## src/rtl/i2cm_pkg.sv

```systemverilog
// Shared types for the I2C master command engine.
// Assumes: command word fields are packed MSB-first as declared in cmd_t.
package i2cm_pkg;
    localparam int LEN_W  = 16;
    localparam int DEV_W  = 7;
    localparam int BYTE_W = 8;

    typedef enum logic [1:0] {
        BUS_START = 2'd0,
        BUS_SEND  = 2'd1,
        BUS_RECV  = 2'd2,
        BUS_STOP  = 2'd3
    } bus_op_e;

    typedef struct packed {
        logic             stop;
        logic             rdcont;
        logic             with_addr;
        logic             start;
        logic [DEV_W-1:0] dev;
        logic             rnw;
        logic [LEN_W-1:0] len;
    } cmd_t;

    localparam int CMD_W = $bits(cmd_t);

    typedef enum logic [2:0] {
        ST_IDLE, ST_START, ST_XFER, ST_SEND, ST_RECV, ST_STOP
    } seq_st_e;
endpackage

```

## src/rtl/i2cm_byte_fifo.sv

```systemverilog
// Circular byte FIFO with a fill counter.
// Assumes: the caller never pushes when full unless it pops in the same
// cycle, and never pops when empty. Head data is read combinationally.
module i2cm_byte_fifo #(
    parameter int DEPTH = 8,
    parameter int W     = 8,
    parameter int CNT_W = 8
) (
    input  logic             clk,
    input  logic             rst_n,
    input  logic             push_i,
    input  logic [W-1:0]     din_i,
    input  logic             pop_i,
    output logic [W-1:0]     head_o,
    output logic [CNT_W-1:0] count_o,
    output logic             full_o,
    output logic             empty_o
);
    localparam int PTR_W = (DEPTH > 1) ? $clog2(DEPTH) : 1;
    localparam logic [PTR_W-1:0] LAST = PTR_W'(DEPTH - 1);
    localparam logic [CNT_W-1:0] CAP  = CNT_W'(DEPTH);

    logic [W-1:0]     mem [DEPTH];
    logic [PTR_W-1:0] wr_ptr, rd_ptr;
    logic [CNT_W-1:0] cnt;

    function automatic logic [PTR_W-1:0] step(input logic [PTR_W-1:0] p);
        return (p == LAST) ? '0 : p + PTR_W'(1);
    endfunction

    // Storage write, no reset needed on data.
    always_ff @(posedge clk) begin
        if (push_i) mem[wr_ptr] <= din_i;
    end

    // Pointer and fill-count update.
    always_ff @(posedge clk) begin
        if (!rst_n) begin
            wr_ptr <= '0;
            rd_ptr <= '0;
            cnt    <= '0;
        end else begin
            if (push_i) wr_ptr <= step(wr_ptr);
            if (pop_i)  rd_ptr <= step(rd_ptr);
            case ({push_i, pop_i})
                2'b10:   cnt <= cnt + CNT_W'(1);
                2'b01:   cnt <= cnt - CNT_W'(1);
                default: cnt <= cnt;
            endcase
        end
    end

    assign head_o  = mem[rd_ptr];
    assign count_o = cnt;
    assign full_o  = (cnt == CAP);
    assign empty_o = (cnt == '0);

    a_r13_no_overflow: assert property (@(posedge clk) disable iff (!rst_n)
        (push_i && !pop_i) |-> (cnt < CAP));
    a_r13_level_capped: assert property (@(posedge clk) disable iff (!rst_n)
        cnt <= CAP);
endmodule

```

## src/rtl/i2cm_host_port.sv

```systemverilog
// Host-side FIFO access screening.
// Classifies each host read or write as wrong-direction/idle (invalid),
// overrun (dropped) or accepted, and flags accesses past the expected
// length. Holds the last popped byte for the host.
// Assumes: busy_i and rnw_i describe the transfer currently in progress.
module i2cm_host_port #(
    parameter int W = 8
) (
    input  logic         clk,
    input  logic         rst_n,
    input  logic         wr_i,
    input  logic         rd_i,
    input  logic         busy_i,
    input  logic         rnw_i,
    input  logic         pace_i,
    input  logic         full_i,
    input  logic         empty_i,
    input  logic         be_zero_i,
    input  logic [W-1:0] head_i,
    output logic         push_o,
    output logic         pop_o,
    output logic         be_dec_o,
    output logic         err_inv_o,
    output logic         err_ovr_o,
    output logic         err_acc_o,
    output logic [W-1:0] rdata_o
);
    logic bad_wr, bad_rd, ok_wr, ok_rd, moved;

    // Access classification.
    always_comb begin
        bad_wr    = wr_i && (!busy_i || rnw_i);
        bad_rd    = rd_i && (!busy_i || !rnw_i);
        ok_wr     = wr_i && !bad_wr;
        ok_rd     = rd_i && !bad_rd;
        push_o    = ok_wr && !full_i;
        pop_o     = ok_rd && !empty_i;
        moved     = push_o || pop_o;
        err_inv_o = bad_wr || bad_rd;
        err_ovr_o = ((ok_wr && full_i) || (ok_rd && empty_i)) && !pace_i;
        err_acc_o = moved && be_zero_i;
        be_dec_o  = moved && !be_zero_i;
    end

    // Read-data register, loaded on each accepted pop.
    always_ff @(posedge clk) begin
        if (!rst_n)     rdata_o <= '0;
        else if (pop_o) rdata_o <= head_i;
    end

    a_r9_overrun_dropped: assert property (@(posedge clk) disable iff (!rst_n)
        err_ovr_o |-> !(push_o || pop_o));
    a_r8_idle_ignored: assert property (@(posedge clk) disable iff (!rst_n)
        ((wr_i || rd_i) && !busy_i) |-> !(push_o || pop_o));
endmodule

```

## src/rtl/i2cm_bus_seq.sv

```systemverilog
// Command acceptance and bus-side sequencer.
// Screens commands, owns both residual counters, the busy and complete
// flags and the sticky errors, and drives one bus operation at a time,
// holding the request until the engine's done pulse.
// Assumes: bus_done_i is a single-cycle pulse only while bus_req_o is high.
module i2cm_bus_seq
    import i2cm_pkg::*;
(
    input  logic              clk,
    input  logic              rst_n,
    input  logic              cmd_wr_i,
    input  cmd_t              cmd_i,
    input  logic              host_be_dec_i,
    input  logic              host_inv_i,
    input  logic              host_ovr_i,
    input  logic              host_acc_i,
    input  logic              fifo_empty_i,
    input  logic              fifo_full_i,
    input  logic [BYTE_W-1:0] fifo_head_i,
    output logic              seq_pop_o,
    output logic              seq_push_o,
    output logic              bus_req_o,
    output logic [1:0]        bus_op_o,
    output logic [DEV_W-1:0]  bus_addr_o,
    output logic              bus_rnw_o,
    output logic [BYTE_W-1:0] bus_wdata_o,
    input  logic              bus_done_i,
    input  logic              bus_nack_i,
    output logic              busy_o,
    output logic              rnw_o,
    output logic              done_o,
    output logic              e_inv_o,
    output logic              e_nack_o,
    output logic              e_ovr_o,
    output logic              e_acc_o,
    output logic [LEN_W-1:0]  fe_o,
    output logic [LEN_W-1:0]  be_o
);
    localparam logic [LEN_W-1:0] ONE = LEN_W'(1);

    seq_st_e           state_q;
    logic [LEN_W-1:0]  fe_q, be_q;
    logic [DEV_W-1:0]  addr_q;
    logic [BYTE_W-1:0] wdata_q;
    logic              rnw_q, stop_q, busy_q, done_q;
    logic              cmd_nil, accept, reject, all_zero;
    logic              launch_send, launch_recv;
    logic              unused_rdcont;

    assign unused_rdcont = cmd_i.rdcont;

    // Command screening and data-launch decisions.
    always_comb begin
        cmd_nil     = !(cmd_i.start || cmd_i.with_addr || cmd_i.stop) &&
                      (cmd_i.len == '0);
        accept      = cmd_wr_i && !cmd_nil && done_q && (state_q == ST_IDLE);
        reject      = cmd_wr_i && !accept;
        all_zero    = (fe_q == '0) && (be_q == '0);
        launch_send = (state_q == ST_XFER) && !all_zero && !rnw_q &&
                      (fe_q != '0) && !fifo_empty_i;
        launch_recv = (state_q == ST_XFER) && !all_zero && rnw_q &&
                      (fe_q != '0) && !fifo_full_i;
    end

    // Bus request and operation code from the sequencer state.
    always_comb begin
        bus_req_o = 1'b1;
        bus_op_o  = BUS_START;
        case (state_q)
            ST_START: bus_op_o = BUS_START;
            ST_SEND:  bus_op_o = BUS_SEND;
            ST_RECV:  bus_op_o = BUS_RECV;
            ST_STOP:  bus_op_o = BUS_STOP;
            default:  bus_req_o = 1'b0;
        endcase
    end

    // Sequencer state, residuals, flags and sticky errors.
    always_ff @(posedge clk) begin
        if (!rst_n) begin
            state_q  <= ST_IDLE;
            fe_q     <= '0;
            be_q     <= '0;
            addr_q   <= '0;
            wdata_q  <= '0;
            rnw_q    <= 1'b0;
            stop_q   <= 1'b0;
            busy_q   <= 1'b0;
            done_q   <= 1'b1;
            e_inv_o  <= 1'b0;
            e_nack_o <= 1'b0;
            e_ovr_o  <= 1'b0;
            e_acc_o  <= 1'b0;
        end else begin
            if (reject || host_inv_i) e_inv_o <= 1'b1;
            if (host_ovr_i)           e_ovr_o <= 1'b1;
            if (host_acc_i)           e_acc_o <= 1'b1;
            if (host_be_dec_i)        be_q    <= be_q - ONE;
            case (state_q)
                ST_IDLE: if (accept) begin
                    fe_q   <= cmd_i.len;
                    be_q   <= cmd_i.len;
                    addr_q <= cmd_i.dev;
                    rnw_q  <= cmd_i.rnw;
                    stop_q <= cmd_i.stop;
                    if (cmd_i.start) begin
                        state_q <= ST_START;
                        done_q  <= 1'b0;
                    end else if (busy_q) begin
                        state_q <= ST_XFER;
                        done_q  <= 1'b0;
                    end
                end
                ST_START: if (bus_done_i) begin
                    if (bus_nack_i) begin
                        e_nack_o <= 1'b1;
                        busy_q   <= 1'b0;
                        done_q   <= 1'b1;
                        state_q  <= ST_IDLE;
                    end else begin
                        busy_q  <= 1'b1;
                        state_q <= ST_XFER;
                    end
                end
                ST_XFER: begin
                    if (all_zero) begin
                        done_q  <= 1'b1;
                        state_q <= stop_q ? ST_STOP : ST_IDLE;
                    end else if (launch_send) begin
                        wdata_q <= fifo_head_i;
                        state_q <= ST_SEND;
                    end else if (launch_recv) begin
                        state_q <= ST_RECV;
                    end
                end
                ST_SEND: if (bus_done_i) begin
                    fe_q <= fe_q - ONE;
                    if (bus_nack_i) begin
                        e_nack_o <= 1'b1;
                        state_q  <= ST_STOP;
                    end else begin
                        state_q <= ST_XFER;
                    end
                end
                ST_RECV: if (bus_done_i) begin
                    fe_q    <= fe_q - ONE;
                    state_q <= ST_XFER;
                end
                ST_STOP: if (bus_done_i) begin
                    busy_q  <= 1'b0;
                    done_q  <= 1'b1;
                    state_q <= ST_IDLE;
                end
                default: state_q <= ST_IDLE;
            endcase
        end
    end

    assign seq_pop_o   = launch_send;
    assign seq_push_o  = (state_q == ST_RECV) && bus_done_i;
    assign bus_addr_o  = addr_q;
    assign bus_rnw_o   = rnw_q;
    assign bus_wdata_o = wdata_q;
    assign busy_o      = busy_q;
    assign rnw_o       = rnw_q;
    assign done_o      = done_q;
    assign fe_o        = fe_q;
    assign be_o        = be_q;

    a_r6_one_op_held: assert property (@(posedge clk) disable iff (!rst_n)
        (bus_req_o && !bus_done_i) |=> (bus_req_o && $stable(bus_op_o)));
    a_r4_length_loaded: assert property (@(posedge clk) disable iff (!rst_n)
        (cmd_wr_i && done_q && state_q == ST_IDLE && !cmd_nil) |=>
        (fe_q == $past(cmd_i.len)));
    a_r5_busy_after_ack: assert property (@(posedge clk) disable iff (!rst_n)
        $rose(busy_q) |-> ($past(state_q) == ST_START && $past(bus_done_i) &&
                           !$past(bus_nack_i)));
    a_r12_done_needs_zero: assert property (@(posedge clk) disable iff (!rst_n)
        ($rose(done_q) && $past(state_q) == ST_XFER) |->
        (fe_q == '0 && be_q == '0));
endmodule

```

## src/rtl/i2cm_cmd_engine.sv

```systemverilog
// I2C master command and FIFO engine, top level.
// Joins the byte FIFO, the host access port and the bus sequencer; the
// FIFO is fed by the host in write transfers and by the bus in reads.
// Assumes: host read and write strobes are single-cycle and not combined.
module i2cm_cmd_engine
    import i2cm_pkg::*;
#(
    parameter int FIFO_DEPTH = 8,
    parameter int CNT_W      = 8
) (
    input  logic              clk,
    input  logic              rst_n,
    input  logic              cmd_wr_i,
    input  logic [CMD_W-1:0]  cmd_word_i,
    input  logic              pace_allow_i,
    input  logic              host_wr_i,
    input  logic [BYTE_W-1:0] host_wdata_i,
    input  logic              host_rd_i,
    output logic [BYTE_W-1:0] host_rdata_o,
    output logic              cmd_done_o,
    output logic              xfer_busy_o,
    output logic              err_bad_cmd_o,
    output logic              err_nack_o,
    output logic              err_overrun_o,
    output logic              err_host_len_o,
    output logic [CNT_W-1:0]  fifo_level_o,
    output logic [LEN_W-1:0]  bus_left_o,
    output logic [LEN_W-1:0]  host_left_o,
    output logic              bus_req_o,
    output logic [1:0]        bus_op_o,
    output logic [DEV_W-1:0]  bus_addr_o,
    output logic              bus_rnw_o,
    output logic [BYTE_W-1:0] bus_wdata_o,
    input  logic              bus_done_i,
    input  logic              bus_nack_i,
    input  logic [BYTE_W-1:0] bus_rdata_i
);
    logic              f_push, f_pop, f_full, f_empty;
    logic [BYTE_W-1:0] f_din, f_head;
    logic              h_push, h_pop, h_dec, h_inv, h_ovr, h_acc;
    logic              s_push, s_pop, busy, rnw;
    logic [LEN_W-1:0]  be_left;

    // FIFO source selection: bus bytes in reads, host bytes in writes.
    assign f_push = h_push || s_push;
    assign f_pop  = h_pop  || s_pop;
    assign f_din  = rnw ? bus_rdata_i : host_wdata_i;

    i2cm_byte_fifo #(.DEPTH(FIFO_DEPTH), .W(BYTE_W), .CNT_W(CNT_W)) u_fifo (
        .clk(clk), .rst_n(rst_n),
        .push_i(f_push), .din_i(f_din), .pop_i(f_pop),
        .head_o(f_head), .count_o(fifo_level_o),
        .full_o(f_full), .empty_o(f_empty)
    );

    i2cm_host_port #(.W(BYTE_W)) u_host (
        .clk(clk), .rst_n(rst_n),
        .wr_i(host_wr_i), .rd_i(host_rd_i),
        .busy_i(busy), .rnw_i(rnw), .pace_i(pace_allow_i),
        .full_i(f_full), .empty_i(f_empty), .be_zero_i(be_left == '0),
        .head_i(f_head),
        .push_o(h_push), .pop_o(h_pop), .be_dec_o(h_dec),
        .err_inv_o(h_inv), .err_ovr_o(h_ovr), .err_acc_o(h_acc),
        .rdata_o(host_rdata_o)
    );

    i2cm_bus_seq u_seq (
        .clk(clk), .rst_n(rst_n),
        .cmd_wr_i(cmd_wr_i), .cmd_i(cmd_t'(cmd_word_i)),
        .host_be_dec_i(h_dec), .host_inv_i(h_inv),
        .host_ovr_i(h_ovr), .host_acc_i(h_acc),
        .fifo_empty_i(f_empty), .fifo_full_i(f_full), .fifo_head_i(f_head),
        .seq_pop_o(s_pop), .seq_push_o(s_push),
        .bus_req_o(bus_req_o), .bus_op_o(bus_op_o),
        .bus_addr_o(bus_addr_o), .bus_rnw_o(bus_rnw_o),
        .bus_wdata_o(bus_wdata_o),
        .bus_done_i(bus_done_i), .bus_nack_i(bus_nack_i),
        .busy_o(busy), .rnw_o(rnw), .done_o(cmd_done_o),
        .e_inv_o(err_bad_cmd_o), .e_nack_o(err_nack_o),
        .e_ovr_o(err_overrun_o), .e_acc_o(err_host_len_o),
        .fe_o(bus_left_o), .be_o(be_left)
    );

    assign xfer_busy_o = busy;
    assign host_left_o = be_left;
endmodule

```

## config.mk

```make
export PLATFORM = sky130hd
export DESIGN_NAME = i2cm_cmd_engine
export DESIGN_NICKNAME = d
export VERILOG_FILES = /design/src/rtl/i2cm_pkg.sv /design/src/rtl/i2cm_byte_fifo.sv /design/src/rtl/i2cm_host_port.sv /design/src/rtl/i2cm_bus_seq.sv /design/src/rtl/i2cm_cmd_engine.sv
export SDC_FILE = /design/constraint.sdc
export NUM_CORES = 1
export LEC_CHECK = 0
export CAP_MARGIN = 5
export CELL_PAD_IN_SITES_DETAIL_PLACEMENT = 0
export CELL_PAD_IN_SITES_GLOBAL_PLACEMENT = 1
export CORE_MARGIN = 2
export CORE_UTILIZATION = 42
export DETAILED_ROUTE_END_ITERATION = 8
export PLACE_DENSITY = 0.78
export RECOVER_POWER = 25
export SLEW_MARGIN = 5
export SYNTH_ARGS = -nofsm -noshare
export SYNTH_HDL_FRONTEND = slang
export SYNTH_HIERARCHICAL = 1
export SYNTH_SLANG_ARGS = --single-unit
```

## constraint.sdc

```tcl
create_clock -name clk -period 5.2 [get_ports clk]
set_input_delay 1.04 -clock clk [delete_from_list [all_inputs] [get_ports clk]]
set_output_delay 1.04 -clock clk [all_outputs]
set_load 0.1 [all_outputs]
```

---- After elaboration in Yosys (flattened, before gate mapping) ----
Memory sizes are Yosys's and may differ from the RTL's. A register that Yosys moved wholly into a read port is not among the register bits.
Index checks and enable logic that the tools add are counted.
cells by class
  $add $sub $neg .......................... 6
  equal/unequal tests ..................... 20
  mux-type cells .......................... 42
  bitwise operators ....................... 1
  reductions and logical operators ........ 67
operator list
  operator                                              number
  2-to-1 mux 16 bit                                     5
  zero test 16 bit                                      3
  2-to-1 mux 3 bit                                      16
  one-hot mux 16 bit (2 select lines)                   1
  subtractor 16 x 1 -> 16 bit (second input constant)   2
  logical AND 1 bit                                     25
  one-hot mux 3 bit (6 select lines)                    1
  one-hot mux 8 bit (2 select lines)                    1
  nonzero test 16 bit                                   1
  AND reduction 7 bit                                   2
  2-to-1 mux 1 bit                                      13
  equality test 3 bit (second input constant)           4
  zero test 1 bit                                       12
  AND reduction 3 bit                                   4
  logical OR 1 bit                                      10
  != test 2 bit (second input constant)                 5
  adder 8 x 1 -> 8 bit (second input constant)          1
  equality test 8 x 4 -> 1 bit (second input constant)  1
  zero test 8 bit                                       1
  2-to-1 mux 8 bit                                      1
  subtractor 8 x 1 -> 8 bit (second input constant)     1
  adder 3 x 1 -> 3 bit (second input constant)          2
  equality test 3 x 2 -> 1 bit (second input constant)  2
  != test 2 x 1 -> 1 bit (second input constant)        3
  other kinds (16)                                      19
storage, ports and cells
  register bits after elaboration ......... 80
  bits in writable memories ............... 64
  input port bits ......................... 52
  output and inout port bits .............. 73
  word-level logic and storage cells ...... 154
  memories kept ........................... 1
memory list
  memory      words  width  read ports  clocked after Yosys merged registers in  write ports  RTL line              source
  u_fifo.mem  8      8      1           1                                        1            i2cm_byte_fifo.sv:23  logic [W-1:0] mem [DEPTH];

---- Longest topological paths before layout ----
Gate-level depths: netlist of run 1.
  word-level depth ........................ 11
  depth in mapped cells ................... 19
  gate-level depth less buffers ........... 16

---- Modules after synthesis ----
Netlist of run 1, hierarchy kept.
modules (own cells, without submodules)
  module           times used  cells each  area an instance (um^2)  sequential area each (um^2)
  i2cm_byte_fifo   1           220         3478.3                   2262.2
  i2cm_bus_seq     1           378         3034.2                   1161.1
  i2cm_host_port   1           47          412.9                    160.2
  i2cm_cmd_engine  1           16          177.7                    0.0

---- Worst setup path before layout of run 1 ----
OpenSTA, ideal clock, no wires.
  path type ............................... reg2reg
  start point ............................. register u_fifo.cnt[4], in the netlist u_fifo/count_o[4]
  end point ............................... register u_fifo.cnt[4], in the netlist u_fifo/count_o[4]
  setup time .............................. 59 ps
  arrival time ............................ 4309 ps
  data required time ...................... 5141 ps
  path slack .............................. 832 ps
  cell stages (with the launch flop) ...... 20
  buffers on the path ..................... 3
  period minus slack after synthesis ...... 4368 ps
  path through ............................ dfxtp_1 buf_2 nor3_1 nand2_1 nor2_1 nor2_1 nand4_1 buf_2 inv_1 or2_2 ha_1 buf_2 xor2_1 ha_1 a21boi_1 o221ai_1 nand2b_1 xnor2_1 or4b_1 nand2_1
on the way
  longest elaborated chain between the ends .. 6
  elaborated cells on any way between the ends .. 15
  those cells by class .................... 2 x add/sub; 3 x eq/ne; 1 x mux; 9 x reduce/logical
ends and longest elaborated chain
  element                                                                   RTL line               source
  start, declared                                                           i2cm_byte_fifo.sv:25   logic [CNT_W-1:0] cnt;
  start signal, assigned                                                    i2cm_byte_fifo.sv:46   2'b10: cnt <= cnt + CNT_W'(1);
  start signal, assigned                                                    i2cm_byte_fifo.sv:47   2'b01: cnt <= cnt - CNT_W'(1);
  start signal, assigned                                                    i2cm_byte_fifo.sv:48   default: cnt <= cnt;
  zero test 8 bit *                                                         i2cm_byte_fifo.sv:56   assign empty_o = (cnt == '0);
  net f_empty                                                               i2cm_cmd_engine.sv:38  logic f_push, f_pop, f_full, f_empty;
  zero test 1 bit *                                                         i2cm_bus_seq.sv:60     (fe_q != '0) && !fifo_empty_i;
  logical AND 1 bit *                                                       i2cm_bus_seq.sv:60
  net s_pop                                                                 i2cm_cmd_engine.sv:41  logic s_push, s_pop, busy, rnw;
  logical OR 1 bit *                                                        i2cm_cmd_engine.sv:46  assign f_pop = h_pop || s_pop;
  net f_pop                                                                 i2cm_cmd_engine.sv:38
  equality test 2 x 1 -> 1 bit or equality test 2 bit (tied branches)       i2cm_byte_fifo.sv:45   case ({push_i, pop_i})
  one-hot mux 8 bit (2 select lines) or nonzero test 2 bit (tied branches)  n/a
Mark *: on every way through the listed nets, which the timed path passes. The rest lies on a longest branch.
A chain may end at the register's enable or synchronous reset.

---- Final worst setup path of run 1 ----
  start point ............................. input bus_done_i
  end point ............................... register u_fifo.cnt[4], in the netlist u_fifo/count_o[4]
on the way
  longest elaborated chain between the ends .. 4
  elaborated cells on any way between the ends .. 6
  those cells by class .................... 2 x eq/ne; 1 x mux; 3 x reduce/logical
ends and longest elaborated chain
  element                                                                   RTL line               source
  start, declared                                                           i2cm_cmd_engine.sv:34  input logic bus_done_i,
  logical AND 1 bit *                                                       i2cm_bus_seq.sv:160    assign seq_push_o = (state_q == ST_RECV) && bus_done_i;
  net s_push                                                                i2cm_cmd_engine.sv:41
  logical OR 1 bit *                                                        i2cm_cmd_engine.sv:45  assign f_push = h_push || s_push;
  net f_push                                                                i2cm_cmd_engine.sv:38
  equality test 2 x 1 -> 1 bit or equality test 2 bit (tied branches)       i2cm_byte_fifo.sv:45
  one-hot mux 8 bit (2 select lines) or nonzero test 2 bit (tied branches)  n/a
Marked as above.

==> reports/summary.txt, run 1 <==
Final WL - 18.5 mm
Synth async-reset ratio - 0
Clk_lat worst skew - 0.43 ns
Largest net degree at the start of global routing - 38
Top-count cell post-synth - dfxtp_1
Type of element capturing the critical path - flip-flop
CP cell instances - dlygate4sd3_1 -> and4bb_1 -> or2_2 -> inv_1 -> ha_1 -> xor2_1 -> ha_1 -> o21a_1 -> o221ai_1 -> nand2b_1 -> xnor2_1 -> or4b_1 -> nand2_1
Vias/cell - 5.56
Number of flops mapped to enable cells by yosys - 64
Final setup fails - 0
Post-synthesis cell type count - 72
Fin Setup TNS - 0 ns
CTS root buf - clkbuf_16
Startpoint types - input pin
CTS Hold Bufs - 0
Met2 Track Usage GR - 0.335
Crit path max-delay family - simple AND/OR/NAND/NOR gates
Register bit count reported by yosys - 147
Setup bufs post-CTS - 0
Vias in the first global route - 5608
Drt first-iter violations - 322
Yosys top cell area share - 0.271
Max VDD drop - 0.000337 V
Total congestion overflow - 0
Global-route usage over all layers - 0.209
Final hold vios - 0
Period utilization - 0.762
Crit-path max cell delay - 0.76 ns
Leak - 3.21 nW
DRC Markers - 0
Clock buffer depth - 2
Crit path time final - 3.96 ns
Worst-margin pin slew - 1.09 ns
Die Footprint - 18000 um2
CTS sink count - 147
Dpl cell area - 8520 um2
CP max-delay cell - dlygate4sd3_1
Sw power - 2.09 mW
Post_cts resized - 0
Most frequent CP cell - ha_1
Detail Placement HPWL - 13.0 mm
TritonCTS clock tree - built
# nets final - 841
Post-synthesis sequential area ratio - 0.504
GRT met1 Usage - 0.277
Largest area contributor in the netlist - edfxtp_1
Max Freq - 252 MHz
Post-synthesis instance total - 661
Die span in y - 134 um
Clk pwr share - 0.260
Post-synth top cells - dfxtp_1 (83), nor2_1 (77), nand2_1 (69), edfxtp_1 (64), a21oi_1 (41)
Total power - 4.66 mW
GR peak layer - met2
Sw Share - 0.448
Post-Synth Simple-Gate Area - 0.196
Area delta synth->final - 27.8%
Main combinational cell family by area after synthesis - simple AND/OR/NAND/NOR gates
Wire length per cell - 18.3 um
Crit path kind - in2reg
Antenna Cells - 0
IO buf count - 123
Fin. max-slew vios - 0
GP Congestion - 0.835
Ys flop type - dfxtp_1
Max Cap Viol - 0
Adder-cell share of the synthesized area - 0.0194
Yosys warnings - 6
Remaining antenna violation count after routing - 0
Vias - 5626
Antenna violations before repair - 0
Crit Path Max Fanout - 7
Core region area - 16600 um2
Worst slew margin - 0.272
Average instance area after synthesis - 10.7 um2
RSZ-0062 raised after global routing - no
WP buf/inv - 2
Synth Area in Compound Gates - 0.104
Mux cell area share after synthesis - 0.118
Finished Layout Cells - 1011
Clk pin slew, worst setup/hold paths - 0.06 ns
Status - finished, final reports clean
Largest cells by area after synthesis - edfxtp_1 (27%), dfxtp_1 (23%), mux4_2 (5.1%)
Pwr Density - 514 nW/um2
Worst endpoint data arrival time - 4.33 ns
Hold WC Path Type - reg2reg
Netlist Area Pre-Place - 7100 um2
DP Cell Count - 979
First-pass GRT wire length - 29.2 mm
Io pins - 125
Initial Util - 0.428
Final setup skew - 0.0139 ns
Net Count, Synth - 724
Share of power burned in registers - 0.330
WP data required - 5.56 ns
Int Power - 2.58 mW
Met3 Usage GRT - 0.0457
Detailed Routing Iterations Pass 1 - 5
Comb power frac - 0.411
Xor/xnor cell area share of the yosys netlist - 0.0259
Post-route cell area - 9080 um2
CTS H-tree depth - 4
Die span in x - 134 um
Total CTS buffers - 17
Proportion of layout cells with a drive suffix above 1 - 0.104
Rows - 47
Fillcell total - 1459
## layer usage
layer	vias to the layer above	share of wire
met5	-	0
met1	2708	0.44
met2	222	0.47
li1	2669	-
met4	0	0.018
met3	27	0.075
## layout make-up
| cell class | count | area, um2 | area share |
|---|---|---|---|
| inverters | 14 | 57.6 | 0.00634 |
| multi-input cells | 466 | 3280 | 0.361 |
| clock buffers | 17 | 425 | 0.0469 |
| repair buffers | 132 | 1290 | 0.143 |
| clock inverters | 15 | 163 | 0.0179 |
| well taps | 220 | 275 | 0.0303 |
| flip-flops and latches | 147 | 3580 | 0.395 |
## path summary, 6_finish.rpt
| path | cells past startpoint | slack (ns) | startpoint | to |
|---|---|---|---|---|
| setup reg to reg | 15 | 1.40 | u_fifo/count_o[4] | u_fifo/count_o[4] |
| setup / recovery | 13 | 1.24 | bus_done_i | u_fifo/count_o[4] |
| hold reg to reg | 2 | 0.46 | u_seq/bus_addr_o[0] | u_seq/bus_addr_o[0] |
| hold / removal | 2 | 0.46 | u_seq/bus_addr_o[0] | u_seq/bus_addr_o[0] |
## power groups by stage
stage                     Sequential (mW)  Clock, mW  Combinational [mW]
after floorplan                      2.18          0               0.817
after global placement               1.56          0                1.90
after detailed placement             1.56          0                1.92
after CTS                            1.54       1.24                1.93
after global routing                 1.56       1.28                2.03
final                                1.54       1.21                1.92
## cells in the final DEF (no fill, tap or decap), types with 4 or more instances in the layout
master	count
and2_1	7
buf_4	8
inv_6	4
a21oi_1	41
nand4_1	5
xnor2_1	17
nand3_1	13
a31oi_1	7
mux2_1	9
nand2b_1	11
o211ai_1	4
a211oi_1	12
clkbuf_16	17
edfxtp_1	64
o21a_1	5
mux4_2	16
inv_8	4
dfxtp_1	83
clkdlybuf4s50_1	122
mux2_2	7
o21ai_0	11
ha_1	11
nor2_1	77
xor2_1	4
nor2b_1	12
inv_1	12
o21ai_1	4
mux2i_1	27
nor4_1	15
nand2_1	69
nor3_1	16
## logic make-up (layout without fill, tap and decap cells)
family	after synthesis	after routing
flip-flops	147	147
XOR/XNOR	21	21
AND/OR/NAND/NOR	263	263
multiplexers	59	59
buffers and inverters	48	178
adder cells (fa/ha/maj)	11	11
AO/OA/AOI/OAI	112	112
## worst min-delay path, delay by kind of cell (launching register included)
family	cells	cell delay, ns
AO/OA/AOI/OAI	1	0.05
AND/OR/NAND/NOR	1	0.05
flip-flops	1	0.31
## state kept, by name, indices dropped and copies added (netlist names), 3 cells and up, named ones only
name / cells
u_host/rdata_o: 8
u_seq/be_o: 16
u_seq/fe_o: 16
u_fifo/wr_ptr: 3
u_seq/state_q: 3
u_fifo/rd_ptr: 3
u_seq/bus_addr_o: 7
u_fifo/mem: 64
u_fifo/count_o: 8
u_seq/bus_wdata_o: 8
## per-stage QoR
stage	hold slack, ns	setup WS (ns)	utilization
after global placement	0.441	0.927	0.514
after global routing	0.473	1.00	0.547
final	0.461	1.24	0.547
after CTS	0.459	1.34	0.549
after detailed placement	0.450	0.911	0.514
after floorplan	0.449	0.832	-
Power figures use the tool's default switching activity.
==> run 2: changes to the inputs <==
==> constraint.sdc (replaced) <==
create_clock -name clk -period 4.2 [get_ports clk]
set_input_delay 0.84 -clock clk [delete_from_list [all_inputs] [get_ports clk]]
set_output_delay 0.84 -clock clk [all_outputs]
set_load 0.1 [all_outputs]
==> reports/summary.txt, run 2 (synthesized netlist as in run 1, its figures left out) <==
Max VDD drop - 0.000377 V
RSZ-0062 raised after global routing - no
Commonest non-fill, non-tap cells in the layout - clkdlybuf4s50_1 (118), nor2_1 (77), dfxtp_1 (77)
Worst-margin pin slew - 1.94 ns
# nets final - 843
Post-place setup slack - 0.205 ns
Crit Path Max Fanout - 10
CTS sink count - 147
Total congestion overflow - 0
Detailed Routing Iterations Pass 1 - 4
Leak - 3.23 nW
Total CTS buffers - 17
Fin. max-slew vios - 56
Hold WS - 0.456 ns
Pwr Density - 635 nW/um2
Antenna Cells - 0
Largest net degree at the start of global routing - 56
Die span in x - 134 um
Startpoint types - flip-flop
Die span in y - 134 um
Wire length per cell - 18.6 um
IO buf count - 123
Antenna violations before repair - 0
Commonest non-fill, non-tap cell in the layout - clkdlybuf4s50_1
TritonCTS clock tree - built
GP Congestion - 0.846
Proportion of layout cells with a drive suffix above 1 - 0.119
Status - finished with violations
Drt first-iter violations - 400
CTS root buf - clkbuf_16
Remaining antenna violation count after routing - 0
Clk_lat worst skew - 0.42 ns
Core region area - 16600 um2
Setup bufs post-CTS - 0
First-pass GRT wire length - 29.8 mm
Final setup fails - 0
Io pins - 125
Fin Setup TNS - 0 ns
Final worst slack - 0.280 ns
Clock buffer depth - 2
DRC Markers - 0
Worst slew margin - -0.294
Die Footprint - 18000 um2
Final setup skew - 0.00730 ns
Vias - 5643
Clk pin slew, worst setup/hold paths - 0.06 ns
Period utilization - 0.933
Initial Util - 0.428
Detail Placement HPWL - 13.1 mm
Total power - 5.78 mW
Final WL - 18.8 mm
Top reg by flops - u_fifo/mem
CTS Hold Bufs - 0
Failing checks - capacitance limit, slew limit
Area delta synth->final - 28.0%
Vias in the first global route - 5523
Final hold vios - 0
Crit path kind - reg2reg
CTS H-tree depth - 4
Vias/cell - 5.57
Crit path time final - 3.92 ns
Worst endpoint data arrival time - 4.29 ns
WP data required - 4.57 ns
Hold WC Path Type - reg2reg
Max Freq - 255 MHz
Type of element capturing the critical path - flip-flop
Max Cap Viol - 1
Global-route usage over all layers - 0.214
Max FFs per register - 64
Post_cts resized - 0
Fillcell total - 1455
Rows - 47
-- run 2: changes by cell type in the layout (fill, tap and decap cells not counted), sizes merged --
cell / change
buf: +6
clkdlybuf4s50: -4
clkbuf: +1
inv: -1
-- run 2: critical path, stage by stage, from the launching register on --
cell and delay [ns]:
dfxtp_1 0.40, nor3_1 0.48, nand2_1 0.09, nor2_1 0.26, nand4b_4 0.23, clkinv_4 0.14, or2_2 0.38, ha_1 0.24
xor2_1 0.15, ha_1 0.21, o21a_1 0.17, o221ai_1 0.30, nand2b_1 0.11, xnor2_1 0.15, or4b_1 0.46, nand2_1 0.07
-- run 2: layout make-up --
class | instances | area, um2 | share of cell area
flip-flops and latches | 147 | 3590 | 0.395
multi-input cells | 466 | 3280 | 0.361
repair buffers | 134 | 1310 | 0.144
clock buffers | 18 | 429 | 0.0472
well taps | 220 | 275 | 0.0303
clock inverters | 14 | 145 | 0.0160
inverters | 14 | 57.6 | 0.00633
-- run 2: final timing paths --
kind | slack (ns) | startpoint | to | cells past startpoint
setup / recovery | 0.28 | u_fifo/count_o[4] | u_fifo/count_o[4] | 15
hold / removal | 0.46 | u_seq/bus_addr_o[3] | u_seq/bus_addr_o[3] | 2
setup reg to reg | 0.28 | u_fifo/count_o[4] | u_fifo/count_o[4] | 15
hold reg to reg | 0.46 | u_seq/bus_addr_o[3] | u_seq/bus_addr_o[3] | 2
-- run 2: layer usage --
layer,track usage,part of all wire,vias up,routed length [um]
met5,0,0,-,0
met4,0.0789,0.021,0,401
met3,0.0457,0.059,32,1120
met2,0.341,0.46,223,8660
met1,0.288,0.46,2706,8650
li1,-,-,2682,-
-- run 2: power breakdown --
group,switching (mW),total [mW],internal (mW)
clock network,0.643,1.48,0.835
registers,0.251,1.91,1.66
logic,1.69,2.39,0.698
total,2.58,5.78,3.19
-- run 2: per-stage QoR --
stage / utilization / area [um2] / instances
after floorplan: - / 7110 / 661
after global placement: 0.516 / 8550 / 981
after detailed placement: 0.516 / 8550 / 981
after CTS: 0.550 / 9130 / 1013
after global routing: 0.548 / 9090 / 1013
final: 0.548 / 9090 / 1013
